[src/rtl/pip_pkg.sv]
package pip_pkg;
  typedef enum logic [1:0] {
    GRP_G0   = 2'd0,
    GRP_G1S  = 2'd1,
    GRP_G1NS = 2'd2,
    GRP_RSVD = 2'd3
  } grp_e;
endpackage

[src/rtl/pip_sgi_filter.sv]
module pip_sgi_filter
  import pip_pkg::*;
#(
  parameter int NUM_SGI = 16,
  localparam int SGI_W  = $clog2(NUM_SGI)
) (
  input  logic                 clk_i,
  input  logic                 rst_ni,
  input  logic                 valid_i,
  input  logic [SGI_W-1:0]     num_i,
  input  logic [1:0]           grp_i,
  input  logic                 ns_i,
  input  logic                 sec_dis_i,
  input  logic [2*NUM_SGI-1:0] grp_cfg_i,
  input  logic [2*NUM_SGI-1:0] acc_i,
  output logic [NUM_SGI-1:0]   set_o
);
  grp_e       cfg, req, eff;
  logic [1:0] acc;
  logic       grp_ok, acc_ok, accept;

  always_comb begin
    cfg    = grp_e'(grp_cfg_i[num_i*2 +: 2]);
    req    = grp_e'(grp_i);
    acc    = acc_i[num_i*2 +: 2];
    grp_ok = (cfg != GRP_RSVD) && ((req == cfg) || (req == GRP_G1S && cfg == GRP_G0));
    eff    = (req == cfg) ? cfg : GRP_G0;  // secure G1 on a G0 target acts as G0
    acc_ok = !ns_i || sec_dis_i || (eff == GRP_G1NS)
           || (eff == GRP_G0  && acc >= 2'd1)
           || (eff == GRP_G1S && acc >= 2'd2);
    accept = valid_i && grp_ok && acc_ok;
  end

  for (genvar n = 0; n < NUM_SGI; n++) begin : g_set
    assign set_o[n] = accept && (num_i == SGI_W'(n));
  end

  // Any accepted request satisfies the group rule
  assert_grp_rule_R7: assert property (@(posedge clk_i) disable iff (!rst_ni)
    (|set_o) |-> (grp_cfg_i[num_i*2 +: 2] != 2'd3) &&
                 ((grp_i == grp_cfg_i[num_i*2 +: 2]) ||
                  (grp_i == 2'd1 && grp_cfg_i[num_i*2 +: 2] == 2'd0)));

  // Non-secure, security-enabled acceptance needs enough access
  assert_access_R8: assert property (@(posedge clk_i) disable iff (!rst_ni)
    ((|set_o) && ns_i && !sec_dis_i && grp_cfg_i[num_i*2 +: 2] != 2'd2)
      |-> (acc_i[num_i*2 +: 2] >= ((grp_i == 2'd1 && grp_cfg_i[num_i*2 +: 2] == 2'd1) ? 2'd2 : 2'd1)));

  assert_valid_gate_R10: assert property (@(posedge clk_i) disable iff (!rst_ni)
    !valid_i |-> (set_o == '0));
endmodule

[src/rtl/pip_ppi_track.sv]
module pip_ppi_track #(
  parameter int NUM_PPI = 16
) (
  input  logic               clk_i,
  input  logic               rst_ni,
  input  logic [NUM_PPI-1:0] lvl_i,
  input  logic [NUM_PPI-1:0] edge_i,
  output logic [NUM_PPI-1:0] lvl_o,
  output logic [NUM_PPI-1:0] set_o
);
  for (genvar k = 0; k < NUM_PPI; k++) begin : g_line
    logic lvl_q;
    always_ff @(posedge clk_i or negedge rst_ni) begin
      if (!rst_ni) lvl_q <= 1'b0;
      else         lvl_q <= lvl_i[k];
    end
    assign lvl_o[k] = lvl_q;
    assign set_o[k] = edge_i[k] && lvl_i[k] && !lvl_q;
  end

  assert_level_track_R2: assert property (@(posedge clk_i) disable iff (!rst_ni)
    $past(rst_ni) |-> (lvl_o == $past(lvl_i)));

  assert_level_no_set_R4: assert property (@(posedge clk_i) disable iff (!rst_ni)
    (set_o & ~edge_i) == '0);
endmodule

[src/rtl/pip_pend_ctrl.sv]
module pip_pend_ctrl #(
  parameter int NUM_SGI = 16,
  parameter int NUM_PPI = 16,
  localparam int NUM_IRQ = NUM_SGI + NUM_PPI,
  localparam int SGI_W   = $clog2(NUM_SGI)
) (
  input  logic                 clk_i,
  input  logic                 rst_ni,
  input  logic [NUM_PPI-1:0]   ppi_lvl_i,
  input  logic [NUM_PPI-1:0]   ppi_edge_i,
  input  logic [2*NUM_SGI-1:0] sgi_grp_cfg_i,
  input  logic [2*NUM_SGI-1:0] sgi_acc_i,
  input  logic                 sec_dis_i,
  input  logic                 req_valid_i,
  input  logic [SGI_W-1:0]     req_num_i,
  input  logic [1:0]           req_grp_i,
  input  logic                 req_ns_i,
  input  logic [NUM_IRQ-1:0]   pend_clr_i,
  output logic [NUM_IRQ-1:0]   pend_o,
  output logic [NUM_PPI-1:0]   lvl_o
);
  logic [NUM_SGI-1:0] sgi_set;
  logic [NUM_PPI-1:0] ppi_set;
  logic [NUM_IRQ-1:0] set_vec, pend_q;

  pip_sgi_filter #(.NUM_SGI(NUM_SGI)) u_filter (
    .clk_i, .rst_ni,
    .valid_i   (req_valid_i),
    .num_i     (req_num_i),
    .grp_i     (req_grp_i),
    .ns_i      (req_ns_i),
    .sec_dis_i (sec_dis_i),
    .grp_cfg_i (sgi_grp_cfg_i),
    .acc_i     (sgi_acc_i),
    .set_o     (sgi_set)
  );

  pip_ppi_track #(.NUM_PPI(NUM_PPI)) u_ppi (
    .clk_i, .rst_ni,
    .lvl_i  (ppi_lvl_i),
    .edge_i (ppi_edge_i),
    .lvl_o  (lvl_o),
    .set_o  (ppi_set)
  );

  assign set_vec = {ppi_set, sgi_set};

  always_ff @(posedge clk_i or negedge rst_ni) begin
    if (!rst_ni) pend_q <= '0;
    else         pend_q <= (pend_q & ~pend_clr_i) | set_vec;  // set beats clear
  end

  assign pend_o = pend_q;

  assert_hold_R12: assert property (@(posedge clk_i) disable iff (!rst_ni)
    (($past(pend_q) & ~$past(pend_clr_i)) & ~pend_q) == '0);

  assert_set_cause_R10: assert property (@(posedge clk_i) disable iff (!rst_ni)
    ((pend_q & ~$past(pend_q)) & ~$past(set_vec)) == '0);

  assert_set_wins_R11: assert property (@(posedge clk_i) disable iff (!rst_ni)
    ($past(set_vec) & ~pend_q) == '0);
endmodule

[config.mk]
export PLATFORM = sky130hd
export DESIGN_NAME = pip_pend_ctrl
export DESIGN_NICKNAME = d
export VERILOG_FILES = /design/src/rtl/pip_pkg.sv /design/src/rtl/pip_sgi_filter.sv /design/src/rtl/pip_ppi_track.sv /design/src/rtl/pip_pend_ctrl.sv
export SDC_FILE = /design/constraint.sdc
export NUM_CORES = 1
export LEC_CHECK = 0
export ABC_CLOCK_PERIOD_IN_PS = 800
export BUFFER_PORTS_ARGS = -buffer_cell sky130_fd_sc_hd__buf_2
export CAP_MARGIN = 30
export CORE_MARGIN = 4
export CORE_UTILIZATION = 41
export DETAILED_ROUTE_END_ITERATION = 6
export GPL_TIMING_DRIVEN = 0
export PLACE_DENSITY = 0.82
export SLEW_MARGIN = 20
export SYNTH_ARGS = -nofsm -noshare
export SYNTH_HDL_FRONTEND = slang
export SYNTH_SLANG_ARGS = --single-unit
[constraint.sdc]
create_clock -name clk_i -period 0.8 [get_ports clk_i]
set_input_delay 0.04 -clock clk_i [delete_from_list [all_inputs] [get_ports clk_i]]
set_output_delay 0.04 -clock clk_i [all_outputs]
set_load 0.005 [all_outputs]
Word-level counts from Yosys, hierarchy flattened
Cells that the tools add are included.
Storage, ports and cells
  bits in registers: 48
  output and inout port bits: 48
Operators by class
  equality and inequality tests: 20
  mux-type cells: 1
  reductions and logical operators: 79
  order comparisons: 2
  bitwise gates (word level): 3
  shift operators: 2
Operator list (count)
  32-bit by 6-bit variable part select with 2-bit output: 2
  1-bit logical AND: 54
  32-bit AND: 1
  4-bit == test, second input constant: 8
  32-bit inverter: 1
  32-bit OR: 1
  1-bit logical NOT: 17
  4-bit by 3-bit == test with 1-bit output, second input constant: 4
  4-bit by 2-bit == test with 1-bit output, second input constant: 2
  1-bit logical OR: 5
  2-bit by 1-bit == test with 1-bit output, second input constant: 2
  4-bit by 1-bit == test with 1-bit output, second input constant: 1
  2-bit logical NOT: 2
  4-bit logical NOT: 1
  2-bit == test: 1
  2-bit == test, second input constant: 1
  2-bit by 1-bit >= comparator with 1-bit output, second input constant: 1
  2-bit >= comparator, second input constant: 1
  2-bit two-way mux: 1
  2-bit != test, second input constant: 1

Depth between registers and ports, before layout
Gate-level depths: netlist of run 1.
  word-level depth: 10
  gate-level depth with buffers: 9
  gate-level depth less buffers: 6

Cells and area by module
From an unflattened synthesis of run 1, not the netlist that was laid out.
Second synthesis, totals
  cells, all modules: 218
  area, all modules: 2758.9 µm²
By module, submodules not included
  pip_pend_ctrl: seq. area each 800.8 µm², area each 1161.1 µm², instances 1, cells an instance 96
  pip_sgi_filter: seq. area each 0.0 µm², area each 937.1 µm², instances 1, cells an instance 74
  pip_ppi_track: seq. area each 400.4 µm², area each 660.6 µm², instances 1, cells an instance 48

Least setup slack after synthesis of run 1
Ideal clock, no wire load.
  path kind: input to register
  start: input port req_num_i[0]
  end: register pend_q[13] (netlist: pend_o[13])
  arrival time: 1.639 ns
  stages on the path: 8
  path buffers: 2
  slack: -0.968 ns
  cell sequence: buf_6 -> mux4_2 -> a32oi_1 -> nand4_1 -> nand4b_4 -> a21boi_4 -> buf_12 -> o41ai_2
Between the ends
  word-level cells in the longest chain between the ends: 10
  elaborated cells between the ends (all ways): 24
RTL lines
  from (decl): line pip_pend_ctrl.sv:15  | input logic [SGI_W-1:0] req_num_i,
  32-bit by 6-bit variable part select with 2-bit output: line pip_sgi_filter.sv:23  | cfg = grp_e'(grp_cfg_i[num_i*2 +: 2]);
  2-bit == test: line pip_sgi_filter.sv:26, pip_sgi_filter.sv:27
  2-bit two-way mux: line pip_sgi_filter.sv:27  | eff = (req == cfg) ? cfg : GRP_G0;
  2-bit == test or 2-bit logical NOT (tied branches): line pip_sgi_filter.sv:28, pip_sgi_filter.sv:29
  1-bit logical OR or 1-bit logical AND (tied branches): line pip_sgi_filter.sv:28, pip_sgi_filter.sv:29
  1-bit logical OR: line pip_sgi_filter.sv:29  | || (eff == GRP_G0 && acc >= 2'd1)
  1-bit logical OR: line pip_sgi_filter.sv:30  | || (eff == GRP_G1S && acc >= 2'd2);
  1-bit logical AND: line pip_sgi_filter.sv:31  | accept = valid_i && grp_ok && acc_ok;
  1-bit logical AND (*): line pip_sgi_filter.sv:35  | assign set_o[n] = accept && (num_i == SGI_W'(n));
  32-bit OR (*): line pip_pend_ctrl.sv:50  | else pend_q <= (pend_q & ~pend_clr_i) | set_vec;
  to (signal assigned): line pip_pend_ctrl.sv:50
  to (decl): line pip_pend_ctrl.sv:24  | logic [NUM_IRQ-1:0] set_vec, pend_q;
Every way passes the cells marked *; elsewhere a longest branch is shown, timed or not.

Worst setup path after layout of run 1
  start: input port req_num_i[1]
  end: register pend_q[10] (netlist: pend_o[10])
The elaborated chain is that of the path after synthesis.

==> run metrics, run 1 <==
cells after synthesis=212; ANT nets after route=0; Via-to-Cell Ratio=between 5 and 6; CP Launch Type=input pin; setup_tns=-17.10 ns; ys async rst share=100.0%; RSZ-0062 raised after global routing=yes; # rows=28; Peak VDD IR=1496 uV; All-Layer GR Usage=a little over a quarter; sequential fraction of the synthesis area=45.98%; Residual DRC=0; initial antenna violation count=0; post-layout instance area=between 4000 and 5000 um2; Tightest Hold Check Type=in -> reg; failing checks=setup timing; Worst-Margin Slew=0.3682 ns; post-synthesis cell type count=37; CTS Sinks=48; Top Ports=187; Post-synth EDFFs=0; WHS=0.009186 ns; ys flop type=dfrtp_1; synthesized netlist net count=between 300 and 400; post-DP HPWL=6652 um; CTS tree=built; Worst Clk Skew=0.01307 ns; TritonCTS Buffers=5; Critical Path RT=0.97 ns; 1st-iter DRT viols=roughly 180; Max FO, Critical Path=5; #FFs+latches synth=48; multi-input logic area=1260 um2; final core occ=79.29%; Hold Violations, Final=0; post-place instance area=3656 um2; Slew HR=75.31%; # setup viols final=65; post-synthesis cell area=2613 um2; Tcrit/Tclk final=212.9%; clk slew on worst S/H paths=0.08 ns; LEAKAGE=2.486 nW; routed length per instance=roughly 20 um; largest net degree at the start of global routing=30; vias in the first global route=3,231; pre-CTS setup slack=-1.311 ns; synth cell count leaders=48 x dfrtp_1, 22 x inv_1, 21 x nand2_1; GP Congestion=0.8365; mean post-synth cell area=12.32 um2; status=finished, violations left; die area=7713 um2; area growth from synthesis to layout=83.96%; clk root buf=clkbuf_8; Fmax=587.2 MHz; minimum clock period=1.703 ns; vias=2,877; H-tree levels=2; cell breakdown of the critical path=buf_8 -> buf_8 -> buf_8 -> mux4_2 -> a32oi_1 -> nand4_1 -> buf_4 -> a311oi_4 -> buf_4 -> buf_8 -> o41ai_4; Die Span Y=between 80 and 90 um; critical path class=in -> reg; total core area=6061 um2; Yosys top cell area share=45.98%; starting density of the core=43.10%; CP endpoint kind=register; Post-Route WL=10,940 um; FF/Latch Area=1201 um2; # fillers=376; count of pins over their slew limit=0; Clk Latency, worst-skew pair=0.30 ns; top-count cell post-synth=dfrtp_1; slowest library cell on the worst path=mux4_2; leading area contributor after synthesis=dfrtp_1; Nets=620; Final WS setup=-0.9030 ns; GRT overflow=0; global-route wire length before repair=15,820 um; power density over the cells=1363 nW/um2; Warnings, synthesis=0; Arr. time, crit path=1.87 ns; Die X=87.83 um; top cells by area, synth=dfrtp_1 46%, mux4_2 7.8%, mux4_1 5.0%; maximum buffer depth of the clock tree=2; fraction of layout cells with a size suffix above 1=61.95%; TritonRoute pass-1 iters=4; CP max stage delay=0.29 ns; I/O Buffers=184; Max Cap Viol=0; most used cell, CP=buf_8
what timing repair did:
item / in CTS / in global routing
cloned: 2 / 0
buffers inserted: 29 / 12
hold buffers: 50 / 0
endpoints found under the setup margin: 64 / 99
pin swaps: 16 / 4
resized for setup: 38 / 19
hold endpoints to repair: 56 / 0
cell type report:
type / instances / share of cell area (%)
Antenna cell: 2 / 0.1041
Buffer: 9 / 2.239
Clock buffer: 5 / 1.432
Clock inverter: 2 / 1.250
Inverter: 22 / 1.770
Multi-Input combinational cell: 117 / 26.22
Sequential cell: 48 / 24.99
Tap cell: 75 / 1.953
Timing Repair Buffer: 278 / 40.04
layout by cell type (no fill, tap or decap), types with 3 or more instances in the layout:
cell type,n
nand2b_1,14
o41ai_2,11
o22ai_2,9
inv_1,19
clkbuf_8,5
buf_8,4
buf_6,18
dlygate4sd3_1,50
mux4_1,4
nand3_1,3
o22ai_1,9
nand2_1,21
dfrtp_1,48
buf_2,169
buf_12,5
nor2b_1,4
mux4_2,10
buf_4,37
or3_4,3
sequential cells by signal, indices dropped and copies added, names as in the netlist:
signal and flops:
pend_o 32, u_ppi.g_line.lvl_q 16
power by group:
part	internal (mW)	switching (mW)	leakage (nW)
Sequential	2.55	0.0841	0.617
Combinational	1.10	0.772	1.80
Clock	1.23	0.814	0.0642
worst max-delay path: cells and delay by family:
kind                   cells  cell delay, ns
AND/OR/NAND/NOR            1            0.17
multiplexers               1            0.29
AO/OA/AOI/OAI              3            0.51
buffers and inverters      6            0.86
metal layers:
layer | share of wire, % | routed length [um] | vias to the layer above | global-route usage, %
li1 | - | - | 1298 | -
met1 | 36 | 3902 | 1424 | 29.29
met2 | 57 | 6209 | 125 | 51.92
met3 | 4.1 | 445 | 30 | 3.575
met4 | 3.5 | 384 | 0 | 10.60
met5 | 0 | 0 | - | 0
cell families after synthesis:
logic type	count (synthesis)	synth area share (%)
buf+inv	47	11.02
simple gates	58	13.12
flops	48	45.98
mux	18	14.42
compound gates	41	15.47
final timing paths:
path	cells after the start	startpoint	to	slack [ns]
max	11	req_num_i[1]	pend_o[10]$_DFF_PN0_	-0.90
max reg2reg	3	pend_o[5]$_DFF_PN0_	pend_o[5]$_DFF_PN0_	-0.04
min in group asynchronous	2	rst_ni	u_ppi.g_line[14].lvl_q$_DFF_PN0_	0.21
max in group asynchronous	3	rst_ni	pend_o[12]$_DFF_PN0_	0.12
min	3	pend_clr_i[11]	pend_o[11]$_DFF_PN0_	0.009
min reg2reg	1	u_ppi.g_line[5].lvl_q$_DFF_PN0_	pend_o[21]$_DFF_PN0_	0.49
through the flow:
step / power (mW) / std cells
global placement: 3.875 / 471
finish: 6.551 / 558
floorplan: 3.291 / 212
detailed placement: 3.935 / 472
CTS: 6.368 / 544
global route: 6.805 / 556
Power figures use the tool's default switching activity.
==> run 2: changes to the inputs <==
--- a/config.mk
+++ b/config.mk
@@ -9,11 +9,13 @@
 export BUFFER_PORTS_ARGS = -buffer_cell sky130_fd_sc_hd__buf_2
 export CAP_MARGIN = 30
 export CORE_MARGIN = 4
-export CORE_UTILIZATION = 41
+export CORE_UTILIZATION = 42
+export CTS_BUF_LIST = sky130_fd_sc_hd__clkbuf_16
 export DETAILED_ROUTE_END_ITERATION = 6
 export GPL_TIMING_DRIVEN = 0
-export PLACE_DENSITY = 0.82
+export PLACE_DENSITY = 0.83
 export SLEW_MARGIN = 20
 export SYNTH_ARGS = -nofsm -noshare
 export SYNTH_HDL_FRONTEND = slang
+export SYNTH_HIERARCHICAL = 1
 export SYNTH_SLANG_ARGS = --single-unit
==> run metrics, run 2 <==
Die Span Y=89.05 um (+1.4%); #FFs+latches synth=48 (unchanged); LEAKAGE=2.659 nW (+6.9%); CTS tree=built; commonest non-fill, non-tap cells in the layout=171 x buf_2, 48 x dfrtp_1, 36 x inv_1; fraction of layout cells with a size suffix above 1=61.63% (-0.33 points); cells after synthesis=218 (+2.8%); Via-to-Cell Ratio=4.908 (-4.8%); Residual DRC=0 (unchanged); Max Cap Viol=0 (unchanged); final core occ=73.18% (-6.1 points); vias=2,552 (-11%); critical path class=in -> reg; Clk Latency, worst-skew pair=0.28 ns (-0.02 ns); Final WS setup=-0.9858 ns (-0.08281 ns); # fillers=420 (+12%); Critical Path Stages=9 (-2); Post-Route WL=8212 um (-25%); FF-to-FF End=pend_o[16]$_DFF_PN0_; Post-Layout Cell Count=520 (-6.8%); Post-synth EDFFs=0 (unchanged); leading cell type in the layout, fill and taps excluded=buf_2; global-route wire length before repair=12,200 um (-23%); Top Ports=187 (unchanged); RSZ-0062 raised after global routing=yes; Critical Path RT=0.97 ns (about the same); max FFs per register=32 (unchanged); Nets=581 (-6.3%); antenna cells=0 (-2); area growth from synthesis to layout=68.44%; starting density of the core=43.45% (+0.34 points); total power=6.244 mW (-4.7%); GP Congestion=0.7949 (-5.0%); clk slew on worst S/H paths=0.06 ns (-0.02 ns); I/O Buffers=184 (unchanged); Tcrit/Tclk final=223.2% (+10 points); Reg2Reg Depth=3 (unchanged); minimum clock period=1.786 ns (+0.08281 ns); TritonRoute pass-1 iters=4 (unchanged); cell breakdown of the critical path=buf_12 -> buf_12 -> mux2_2 -> a311o_1 -> nor4_4 -> a211o_4 -> buf_4 -> a2111oi_4 -> a21o_1; Inst Count DP=480 (+1.7%); maximum buffer depth of the clock tree=2 (unchanged); synthesized netlist net count=357 (+1.7%); most used cell, CP=buf_12; # setup viols final=69 (+6.2%); CP endpoint kind=register; flop2flop setup slack=-0.14 ns (-0.10 ns); Top delay family on crit path=compound AO/OA/AOI/OAI gates; H-tree levels=2 (unchanged); crit path capture=pend_o[11]$_DFF_PN0_; Die X=89.05 um (+1.4%); Yosys top cell area share=43.54% (-2.4 points); ys async rst share=100.0% (unchanged); clk root buf=clkbuf_16; vias in the first global route=2,577 (-20%); Worst-Margin Slew=0.6512 ns (+0.2830 ns); slowest library cell on the worst path=a311o_1; die area=7930 um2 (+2.8%); post-layout instance area=4647 um2 (-3.3%); All-Layer GR Usage=20.12% (-6.8 points); post-place instance area=3959 um2 (+8.3%); ANT nets after route=0 (unchanged); failing checks=setup timing; Arr. time, crit path=1.96 ns (+0.09 ns); Worst Clk Skew=0.001950 ns (-0.01112 ns); sequential fraction of the synthesis area=43.54% (-2.4 points); count of pins over their slew limit=0 (unchanged); Slew HR=56.54% (-19 points); worst path bufs/invs=3 (-3); TritonCTS Buffers=5 (unchanged); pre-CTS setup slack=-1.358 ns (-0.04672 ns); ys flop type=dfrtp_1; power density over the cells=1344 nW/um2 (-1.4%); routed length per instance=15.79 um (-19%); # rows=29 (+3.6%); initial antenna violation count=0 (unchanged); top-count cell post-synth=dfrtp_1; synth cell count leaders=48 x dfrtp_1, 35 x inv_1, 32 x a21o_1; CP max stage delay=0.38 ns (+0.09 ns); GRT overflow=0 (unchanged); post-synthesis cell area=2759 um2 (+5.6%); leading area contributor after synthesis=dfrtp_1; post-synthesis cell type count=29 (-22%); Warnings, synthesis=6 (+6); Peak VDD IR=1347 uV (-10%); Hold Violations, Final=0 (unchanged); status=finished, violations left; top cells by area, synth=dfrtp_1 44%, mux4_1 9.5%, a21o_1 8.7%; CP Launch Point=req_num_i[1]; CP Launch Type=input pin; 1st-iter DRT viols=77 (-58%); post-DP HPWL=6470 um (-2.7%); mean post-synth cell area=12.66 um2 (+2.7%); Fmax=560.0 MHz (-4.6%); largest net degree at the start of global routing=32 (+6.7%); total core area=6350 um2 (+4.8%); CTS Sinks=48 (unchanged); Worst R2R Start=u_ppi/g_line[0].lvl_q$_DFF_PN0_; Max FO, Critical Path=6 (+1); Tightest Hold Check Type=in -> reg
## run 2: cell types whose count changed after synthesis, moves of 6 or more
cell       delta
a21o_1       +32
nand2_1      -17
o41ai_2       -7
nand2b_1     -15
inv_1        +13
a2111oi_1     +6
o41ai_1       -6
a2111oi_2    +10
o22ai_1      -16
and3b_1      +16
## run 2: how the worst min path moves through the flow
| stage | end | startpoint | cells past startpoint |
|---|---|---|---|
| after floorplan | pend_o[0]$_DFF_PN0_ | rst_ni | 0 |
| after global placement | u_ppi/g_line[7].lvl_q$_DFF_PN0_ | ppi_lvl_i[7] | 1 |
| after detailed placement | pend_o[19]$_DFF_PN0_ | rst_ni | 1 |
| after CTS | pend_o[5]$_DFF_PN0_ | pend_clr_i[5] | 3 |
| after global routing | pend_o[5]$_DFF_PN0_ | pend_clr_i[5] | 3 |
| final | pend_o[10]$_DFF_PN0_ | pend_clr_i[10] | 3 |
## run 2: per-stage QoR
stage,hold slack (ns),setup TNS [ns]
after floorplan,-0.2556,-17.88
after global placement,0.1622,-25.47
after detailed placement,-0.003939,-21.01
after CTS,0.02042,-16.85
after global routing,0.02155,-20.48
final,0.02336,-16.90
## run 2: cells by family after synthesis
group / count (synthesis) / share of synthesized area (%)
mux: 21 / 16.28
compound gates: 53 / 18.28
flops: 48 / 43.54
simple gates: 35 / 9.297
buf+inv: 61 / 12.61
## run 2: per-layer routing
| metal | vias to the layer above | wire length (um) | track usage [%] |
|---|---|---|---|
| met5 | - | 0 | 0 |
| li1 | 1223 | - | - |
| met2 | 146 | 4350 | 39.34 |
| met1 | 1172 | 2869 | 21.78 |
| met3 | 11 | 863 | 4.147 |
| met4 | 0 | 128 | 5.413 |
## run 2: area by class of cell
| type | instances | area, um2 | area share, % |
|---|---|---|---|
| Clock inverter | 3 | 15.01 | 0.3231 |
| Timing Repair Buffer | 229 | 1455 | 31.31 |
| Inverter | 35 | 131.4 | 2.827 |
| Sequential cell | 48 | 1201 | 25.85 |
| Buffer | 14 | 191.4 | 4.120 |
| Clock buffer | 5 | 125.1 | 2.693 |
| Multi-Input combinational cell | 109 | 1431 | 30.80 |
| Tap cell | 77 | 96.34 | 2.073 |
## run 2: report_power, final
part | leakage, nW | internal [mW] | switching [mW]
clock | 0.0687 | 1.13 | 0.803
combinational | 1.97 | 0.991 | 0.708
sequential | 0.617 | 2.55 | 0.0625
total | 2.66 | 4.67 | 1.57
## run 2: tightest hold or removal path, cell delays in order
cell	delay, ns
buf_2	0.09
inv_1	0.04
a21o_1	0.10
## run 2: repair_timing
item | in CTS | in global routing
hold buffers | 17 | 0
pin swaps | 8 | 3
setup buffers | 19 | 6
gates cloned | 2 | 0
hold endpoints to repair | 33 | 0
setup endpoints to repair | 64 | 111
gates resized for setup | 35 | 6
